==> src/rtl/vdn_pkg.sv <==
package vdn_pkg;

    localparam int NFLAG   = 3;
    localparam int SEL_W   = 2;
    localparam int IDX_F1  = 0;
    localparam int IDX_F2  = 1;
    localparam int IDX_FRM = 2;

    // Decoded display operation
    typedef enum logic [2:0] {
        MD_CONT,
        MD_FLD1,
        MD_FLD2,
        MD_BOTH,
        MD_FRAME,
        MD_PROG,
        MD_RSVD
    } mode_t;

    // Field position tracker states
    typedef enum logic [1:0] {
        ST_BLANK,
        ST_FLD1,
        ST_FLD2
    } fld_state_t;

endpackage

==> src/rtl/vdn_mode_decode.sv <==
module vdn_mode_decode
    import vdn_pkg::*;
(
    input  logic             cont_en,
    input  logic             frame_sel,
    input  logic [SEL_W-1:0] fld_sel,
    output mode_t            mode,
    output logic             show1,
    output logic             show2
);

    always_comb begin
        if (cont_en) begin
            mode = MD_CONT;
        end else if (!frame_sel) begin
            unique case (fld_sel)
                2'b01:   mode = MD_FLD1;
                2'b10:   mode = MD_FLD2;
                2'b11:   mode = MD_BOTH;
                default: mode = MD_RSVD;
            endcase
        end else begin
            unique case (fld_sel)
                2'b00:   mode = MD_FRAME;
                2'b01:   mode = MD_PROG;
                default: mode = MD_RSVD;
            endcase
        end
    end

    // Which fields fetch real data in each operation
    always_comb begin
        unique case (mode)
            MD_CONT:  begin show1 = 1'b1; show2 = 1'b1; end
            MD_FLD1:  begin show1 = 1'b1; show2 = 1'b0; end
            MD_FLD2:  begin show1 = 1'b0; show2 = 1'b1; end
            MD_BOTH:  begin show1 = 1'b1; show2 = 1'b1; end
            MD_FRAME: begin show1 = 1'b1; show2 = 1'b1; end
            MD_PROG:  begin show1 = 1'b1; show2 = 1'b0; end
            default:  begin show1 = 1'b0; show2 = 1'b0; end
        endcase
    end

endmodule

==> src/rtl/vdn_field_fsm.sv <==
module vdn_field_fsm
    import vdn_pkg::*;
(
    input  logic clk,
    input  logic rst_n,
    input  logic f1_start,
    input  logic f1_end,
    input  logic f2_start,
    input  logic f2_end,
    input  logic show1,
    input  logic show2,
    output logic xfer_en
);

    fld_state_t state_q, state_d;

    // Transitions: start strobes enter a field from any state,
    // end strobes return to blanking; a start outranks an end.
    always_comb begin
        state_d = state_q;
        unique case (state_q)
            ST_BLANK, ST_FLD1, ST_FLD2: begin
                if (f1_start)
                    state_d = ST_FLD1;
                else if (f2_start)
                    state_d = ST_FLD2;
                else if (f1_end || f2_end)
                    state_d = ST_BLANK;
            end
            default: state_d = ST_BLANK;
        endcase
    end

    always_ff @(posedge clk or negedge rst_n) begin
        if (!rst_n)
            state_q <= ST_BLANK;
        else
            state_q <= state_d;
    end

    // Output process: default data unless the current field is enabled
    always_comb begin
        unique case (state_q)
            ST_FLD1: xfer_en = show1;
            ST_FLD2: xfer_en = show2;
            default: xfer_en = 1'b0;
        endcase
    end

endmodule

==> src/rtl/vdn_flag_bank.sv <==
module vdn_flag_bank
    import vdn_pkg::*;
#(
    parameter int N = NFLAG
) (
    input  logic         clk,
    input  logic         rst_n,
    input  logic [N-1:0] set_ev,
    input  logic [N-1:0] clr_ev,
    input  logic [N-1:0] due_ev,
    output logic [N-1:0] done,
    output logic         cmpl_irq,
    output logic         miss_irq
);

    logic [N-1:0] miss;

    for (genvar i = 0; i < N; i++) begin : g_flag
        logic flag_q;

        // Set takes priority over a same-cycle clear
        always_ff @(posedge clk or negedge rst_n) begin
            if (!rst_n)
                flag_q <= 1'b0;
            else if (set_ev[i])
                flag_q <= 1'b1;
            else if (clr_ev[i])
                flag_q <= 1'b0;
        end

        // Deadline reached while still unacknowledged
        assign miss[i] = due_ev[i] & flag_q & ~clr_ev[i];
        assign done[i] = flag_q;
    end

    always_ff @(posedge clk or negedge rst_n) begin
        if (!rst_n) begin
            cmpl_irq <= 1'b0;
            miss_irq <= 1'b0;
        end else begin
            cmpl_irq <= |set_ev;
            miss_irq <= |miss;
        end
    end

endmodule

==> src/rtl/vid_done_notify.sv <==
module vid_done_notify
    import vdn_pkg::*;
(
    input  logic       clk,
    input  logic       rst_n,
    input  logic       cont_en,
    input  logic       frame_sel,
    input  logic [1:0] fld_sel,
    input  logic       f1_start,
    input  logic       f1_end,
    input  logic       f2_start,
    input  logic       f2_end,
    input  logic       ack_f1,
    input  logic       ack_f2,
    input  logic       ack_frm,
    output logic       f1_done,
    output logic       f2_done,
    output logic       frm_done,
    output logic       cmpl_irq,
    output logic       miss_irq,
    output logic       xfer_en
);

    mode_t            mode;
    logic             show1, show2;
    logic [NFLAG-1:0] set_ev, clr_ev, due_ev, done;

    vdn_mode_decode u_dec (
        .cont_en   (cont_en),
        .frame_sel (frame_sel),
        .fld_sel   (fld_sel),
        .mode      (mode),
        .show1     (show1),
        .show2     (show2)
    );

    vdn_field_fsm u_fsm (
        .clk      (clk),
        .rst_n    (rst_n),
        .f1_start (f1_start),
        .f1_end   (f1_end),
        .f2_start (f2_start),
        .f2_end   (f2_end),
        .show1    (show1),
        .show2    (show2),
        .xfer_en  (xfer_en)
    );

    // Map strobes to set events and acknowledge deadlines per operation
    always_comb begin
        set_ev = '0;
        due_ev = '0;
        unique case (mode)
            MD_FLD1: begin
                set_ev[IDX_F1] = f1_end;
                due_ev[IDX_F1] = f1_start;
            end
            MD_FLD2: begin
                set_ev[IDX_F2] = f2_end;
                due_ev[IDX_F2] = f2_start;
            end
            MD_BOTH: begin
                set_ev[IDX_F1] = f1_end;
                set_ev[IDX_F2] = f2_end;
                due_ev[IDX_F1] = f1_start;
                due_ev[IDX_F2] = f2_start;
            end
            MD_FRAME: begin
                set_ev[IDX_FRM] = f2_end;
                due_ev[IDX_FRM] = f2_end;
            end
            MD_PROG: begin
                set_ev[IDX_FRM] = f1_end;
                due_ev[IDX_FRM] = f1_end;
            end
            default: begin
                set_ev = '0;
                due_ev = '0;
            end
        endcase
    end

    always_comb begin
        clr_ev          = '0;
        clr_ev[IDX_F1]  = ack_f1;
        clr_ev[IDX_F2]  = ack_f2;
        clr_ev[IDX_FRM] = ack_frm;
    end

    vdn_flag_bank #(.N(NFLAG)) u_flags (
        .clk      (clk),
        .rst_n    (rst_n),
        .set_ev   (set_ev),
        .clr_ev   (clr_ev),
        .due_ev   (due_ev),
        .done     (done),
        .cmpl_irq (cmpl_irq),
        .miss_irq (miss_irq)
    );

    assign f1_done  = done[IDX_F1];
    assign f2_done  = done[IDX_F2];
    assign frm_done = done[IDX_FRM];

endmodule

==> config.mk <==
export PLATFORM = sky130hd
export DESIGN_NAME = vid_done_notify
export DESIGN_NICKNAME = d
export VERILOG_FILES = /design/src/rtl/vdn_pkg.sv /design/src/rtl/vdn_mode_decode.sv /design/src/rtl/vdn_field_fsm.sv /design/src/rtl/vdn_flag_bank.sv /design/src/rtl/vid_done_notify.sv
export SDC_FILE = /design/constraint.sdc
export NUM_CORES = 1
export LEC_CHECK = 0
export BUFFER_PORTS_ARGS = -buffer_cell sky130_fd_sc_hd__buf_2
export CAP_MARGIN = 10
export CORE_AREA = 2 2 39 41
export CTS_BUF_LIST = sky130_fd_sc_hd__clkbuf_4 sky130_fd_sc_hd__clkbuf_8 sky130_fd_sc_hd__clkbuf_16
export DETAILED_ROUTE_END_ITERATION = 6
export DIE_AREA = 0 0 41 43
export SLEW_MARGIN = 15
export SYNTH_ARGS = -nofsm -noshare
export SYNTH_HDL_FRONTEND = slang
export SYNTH_SLANG_ARGS = --single-unit
export TNS_END_PERCENT = 1
==> constraint.sdc <==
create_clock -name clk -period 1.7 [get_ports clk]
set_input_delay 0.085 -clock clk [delete_from_list [all_inputs] [get_ports clk]]
set_output_delay 0.085 -clock clk [all_outputs]
set_load 0.005 [all_outputs]
# After elaboration in Yosys (flattened, before gate mapping)
# Index checks and enable logic that the tools add are counted.
[word_totals] output_inout_bits=6 elab_cells=62 inputBits=13 ff_bits=7
[classes] reduce_logical=14 n_bitwise=9 eq_ne=11 mux=22
[ops] operator="1-bit two-way mux" n=12
[ops] operator="3-bit case mux with 3 select lines" n=1
[ops] operator="3-bit OR reduction" n=3
[ops] operator="2-bit two-way mux" n=4
[ops] operator="1-bit bitwise AND" n=6
[ops] operator="2-bit equality test (second input constant)" n=3
[ops] operator="3-bit by 2-bit equality test with 1-bit output (second input constant)" n=2
[ops] operator="3-bit equality test (second input constant)" n=2
[ops] operator="3-bit two-way mux" n=2
[ops] operator="2-bit nonzero test" n=3
[ops] operator="5-bit OR reduction" n=1
[ops] operator="2-bit by 1-bit equality test with 1-bit output (second input constant)" n=2
[ops] operator="2-bit logical NOT" n=2
[ops] operator="4-bit by 3-bit inequality test with 1-bit output (second input constant)" n=1
[ops] operator="1-bit case mux with 2 select lines" n=2
[ops] operator="2-bit case mux with 2 select lines" n=1
[ops] operator="2-bit OR reduction" n=2
[ops] operator="4-bit OR reduction" n=1
[ops] operator="3-bit by 1-bit equality test with 1-bit output (second input constant)" n=1
[ops] operator="3-bit logical NOT" n=1
[ops] operator="1-bit inverter" n=3
[ops] operator="1-bit logical OR" n=1

# Depth between registers and ports, before layout
[depth] word_depth=10 depth_mapped=5 ltp_nobuf=5

# Hierarchy
# A second synthesis with hierarchy kept.
[unflattened] hier_cells=50 hier_area_um2=485.5
[modules_own_cells] module="vdn_flag_bank" instances=1 area_per_inst_um2=216.5 cells_each=19 seq_area_each_um2=125.1
[modules_own_cells] module="vdn_field_fsm" instances=1 area_per_inst_um2=143.9 cells_each=15 seq_area_each_um2=50.0
[modules_own_cells] module="vdn_mode_decode" instances=1 area_per_inst_um2=65.1 cells_each=10 seq_area_each_um2=0.0
[modules_own_cells] module="vid_done_notify" instances=1 area_per_inst_um2=60.1 cells_each=6 seq_area_each_um2=0.0

# Worst setup path after synthesis
# OpenSTA, ideal clock, no wires.
[synth_timing] kind="register to output" startpoint="reg u_fsm.state_q[0]" endpoint="out xfer_en" arrival_ns=1.194 n_path_buf=0 stages_incl_launch_ff=6 required_ns=1.615 slack_ns=0.421 path_cell_list="dfrtp_1 > inv_1 > ha_1 > and3b_1 > o32ai_1 > a21oi_1"
[synth_between] elab_chain_cells=2 word_cells_on_any_way=3 cone_classes="eq/ne: 2; mux: 1"
[synth_lines] item="start, declared" line_no="vdn_field_fsm.sv:15" text="fld_state_t state_q, state_d;"
[synth_lines] item="start signal, assigned" line_no="vdn_field_fsm.sv:38" text="state_q <= state_d;"
[synth_lines] item="2-bit equality test / 2-bit by 1-bit equality test with 1-bit output (equally long branches)" line_no="vdn_field_fsm.sv:43" text="unique case (state_q)"
[synth_lines] item="1-bit case mux with 2 select lines (*)" line_no="vdn_field_fsm.sv:43"
[synth_lines] item="end, declared" line_no="vid_done_notify.sv:21" text="output logic xfer_en"
# Mark *: on every way between the ends. The rest lies on a longest branch, timed or not.

# Worst setup path in the final report
[layout_timing] startpoint="reg u_fsm.state_q[1]" endpoint="out xfer_en"
# Same word-level chain as after synthesis.

==> out/metrics.csv <==
metric,value,unit
post_synth_num_cell_types,22,
cts_buffers,3,
ys_warn_count,0,
slew_viol_final,0,
gp_congestion,0.729,
finalHoldViolCount,0,
synth_seq_cells,7,
path_buf_inv,1,
p_per_area,729,nW/µm²
fin_skew,0.00328,ns
die_area,1760,µm²
start_util,30.7,%
power.switching,0.108,mW
die_h,43,µm
wl,990,µm
synthesis.area,424,µm²
antenna_found_initial,0,
ant_nets,0,
grt_pass1_vias,391,
required,1.62,ns
ir_worst_vdd,538,µV
via_per_inst,5.10,
synth_nets,59,
grt_max_degree,8,
fmaxAchievable,623,MHz
row_count,14,
drtIter0Drc,6,
power_frac_clock,38.3,%
ys.flop_type,dfrtp_1,
crit_chain,ha_1 > and3b_1 > o32ai_2 > a21oi_1 > buf_2,
grt_use_total,14.3,%
route.vias.total,428,
syn2layout_area_growth,40.7,%
detailed_place_hpwl,774,µm
critPathKind,reg2out,
cts_buffer_depth,2,
tightest_slew,0.242,ns
finalSetupViolCount,0,
cp.arrival,1.52,ns
layout_min_cycle_time,1.61,ns
cts_root_buf,clkbuf_4,
yosysSeqAreaShare,41.3,%
min_path_type,in2reg,
synth_area_leader_cell,dfrtp_1,
status,completed,
rsz0062_at_grt,false,
seq_area,175,µm²
crit_family,flip-flops,
p_comb_share,20.3,%
synth_top_area_share,41.3,%
worstPathMaxFanout,2,
wl_per_cell,11.8,µm
grt_overflow,0,
synth_area_leaders,"dfrtp_1, ha_1, o32ai_1",
firstDrtPassIters,4,
die_width,41,µm
fillers,149,
htree_levels,1,
cts_tree,yes,
fin_crit_sh,94.4,%
drc,0,
cpMaxStageDelayCell,dfrtp_1,
drive_gt1_share,44.1,%
seq_power_share,41.4,%
num_io_pins,19,
setup-tns-final,0,ns
switching_share,24.8,%
slowest_delay,0.38,ns
synthArstFlopShare,100,%
path_clk_slew,0.05,ns
maxSlewHeadroom,83.8,%
core-area,1380,µm²
insertion_delay,0.25,ns
pre_cts_ws,0.223,ns
cts_sinks,7,
p_int,0.327,mW
critPathCaptureType,primary output,
multiInputGateArea,238,µm²
n_antenna_cell,0,
start_kind,flop,
grt_pass1_wl,1640,µm
maxCapViolations,0,
layout.nets,85,
syn_avg_cell_area,9.86,µm²
port_buffers,18,
synth_edf_count,0,
p_leak,0.330,nW
postLayoutSetupSlackWorst,0.0945,ns
synthCells,43,
power groups by stage:
stage,combinational (mW),sequential (mW),clock [mW]
floorplan,0.0365,0.185,0
global placement,0.0768,0.185,0
detailed placement,0.0782,0.185,0
CTS,0.0900,0.180,0.173
global route,0.100,0.181,0.189
finish,0.0884,0.180,0.167
final timing paths:
| path | start | slack [ns] | end | cells after the start |
|---|---|---|---|---|
| hold reg to reg | u_flags.g_flag[2].flag_q$_DFFE_PN0P_ | 0.51 | u_flags.g_flag[2].flag_q$_DFFE_PN0P_ | 2 |
| setup / recovery | u_fsm.state_q[1]$_DFFE_PN0P_ | 0.09 | xfer_en | 5 |
| max in group asynchronous | rst_n | 1.33 | u_fsm.state_q[0]$_DFFE_PN0P_ | 2 |
| hold / removal | f1_start | 0.04 | u_fsm.state_q[1]$_DFFE_PN0P_ | 2 |
| setup reg to reg | u_fsm.state_q[0]$_DFFE_PN0P_ | 0.73 | u_fsm.state_q[1]$_DFFE_PN0P_ | 3 |
| min in group asynchronous | rst_n | 0.21 | u_flags.cmpl_irq$_DFF_PN0_ | 2 |
layout by cell type (no fill, tap or decap), types with 2 or more instances in the layout:
cell,count
buf_2,18
dfrtp_1,7
inv_1,4
nand2_1,4
clkbuf_4,4
ha_1,3
nor2b_1,2
a21oi_1,2
a31oi_1,2
o32ai_1,2
nor2_1,2
nor3_1,2
buf_4,2
logic make-up after synthesis:
family | after synthesis | synth area share, %
DFF | 7 | 41.3
adders and majority gates | 3 | 8.85
and+or+nand+nor | 17 | 25.1
buffers and inverters | 5 | 4.42
AOI/OAI and AO/OA | 11 | 20.4
layer usage:
| metal | up-vias | GRT usage [%] | wire (µm) |
|---|---|---|---|
| met2 | 14 | 20.9 | 523 |
| li1 | 208 | - | - |
| met3 | 0 | 9.42 | 80 |
| met1 | 206 | 16.7 | 386 |
| met5 | - | 0 | 0 |
| met4 | 0 | 4.00 | 0 |
layout make-up:
cell class | instances | area share [%]
clock buffer | 4 | 5.03
multi-input combinational | 31 | 39.8
timing repair buffer | 21 | 19.3
tap | 16 | 3.35
sequential | 7 | 29.4
inverter | 5 | 3.14
flip-flops by register name, summed over array words and instances, names as in the netlist:
| name | count |
|---|---|
| u_fsm.state_q | 2 |
| u_flags.g_flag.flag_q | 3 |
| u_flags.cmpl_irq | 1 |
| u_flags.miss_irq | 1 |
synthesized netlist by cell type (2+ instances only):
cell,number
dfrtp_1,7
nor2_1,2
o32ai_1,3
ha_1,3
a21oi_1,2
a31oi_1,2
nand2_1,4
inv_1,4
nor3_1,2
nor2b_1,2
per-stage QoR:
stage	instance area [µm²]	utilization, %	total power, mW	std cells	hold WS, ns
after global placement	534	38.6	0.261	77	-0.0707
after detailed placement	534	38.6	0.263	77	-0.0700
after CTS	597	43.1	0.443	84	0.0359
after global routing	597	43.1	0.471	84	0.0301
after floorplan	424	-	0.222	43	-0.211
final	597	43.1	0.435	84	0.0428
worst register-to-register path, cell delays in order (launching register included):
cell and delay [ns]:
dfrtp_1 0.37, buf_4 0.14, ha_1 0.20, nor3_1 0.17
repair_timing:
action	CTS	global route
endpoints found under the setup margin	1	1
resized for setup	1	0
setup buffers	2	0
pin swaps	0	3
cloned	0	0
hold endpoints to repair	7	0
hold buffers	1	0
(Power assumes the default switching activity.)
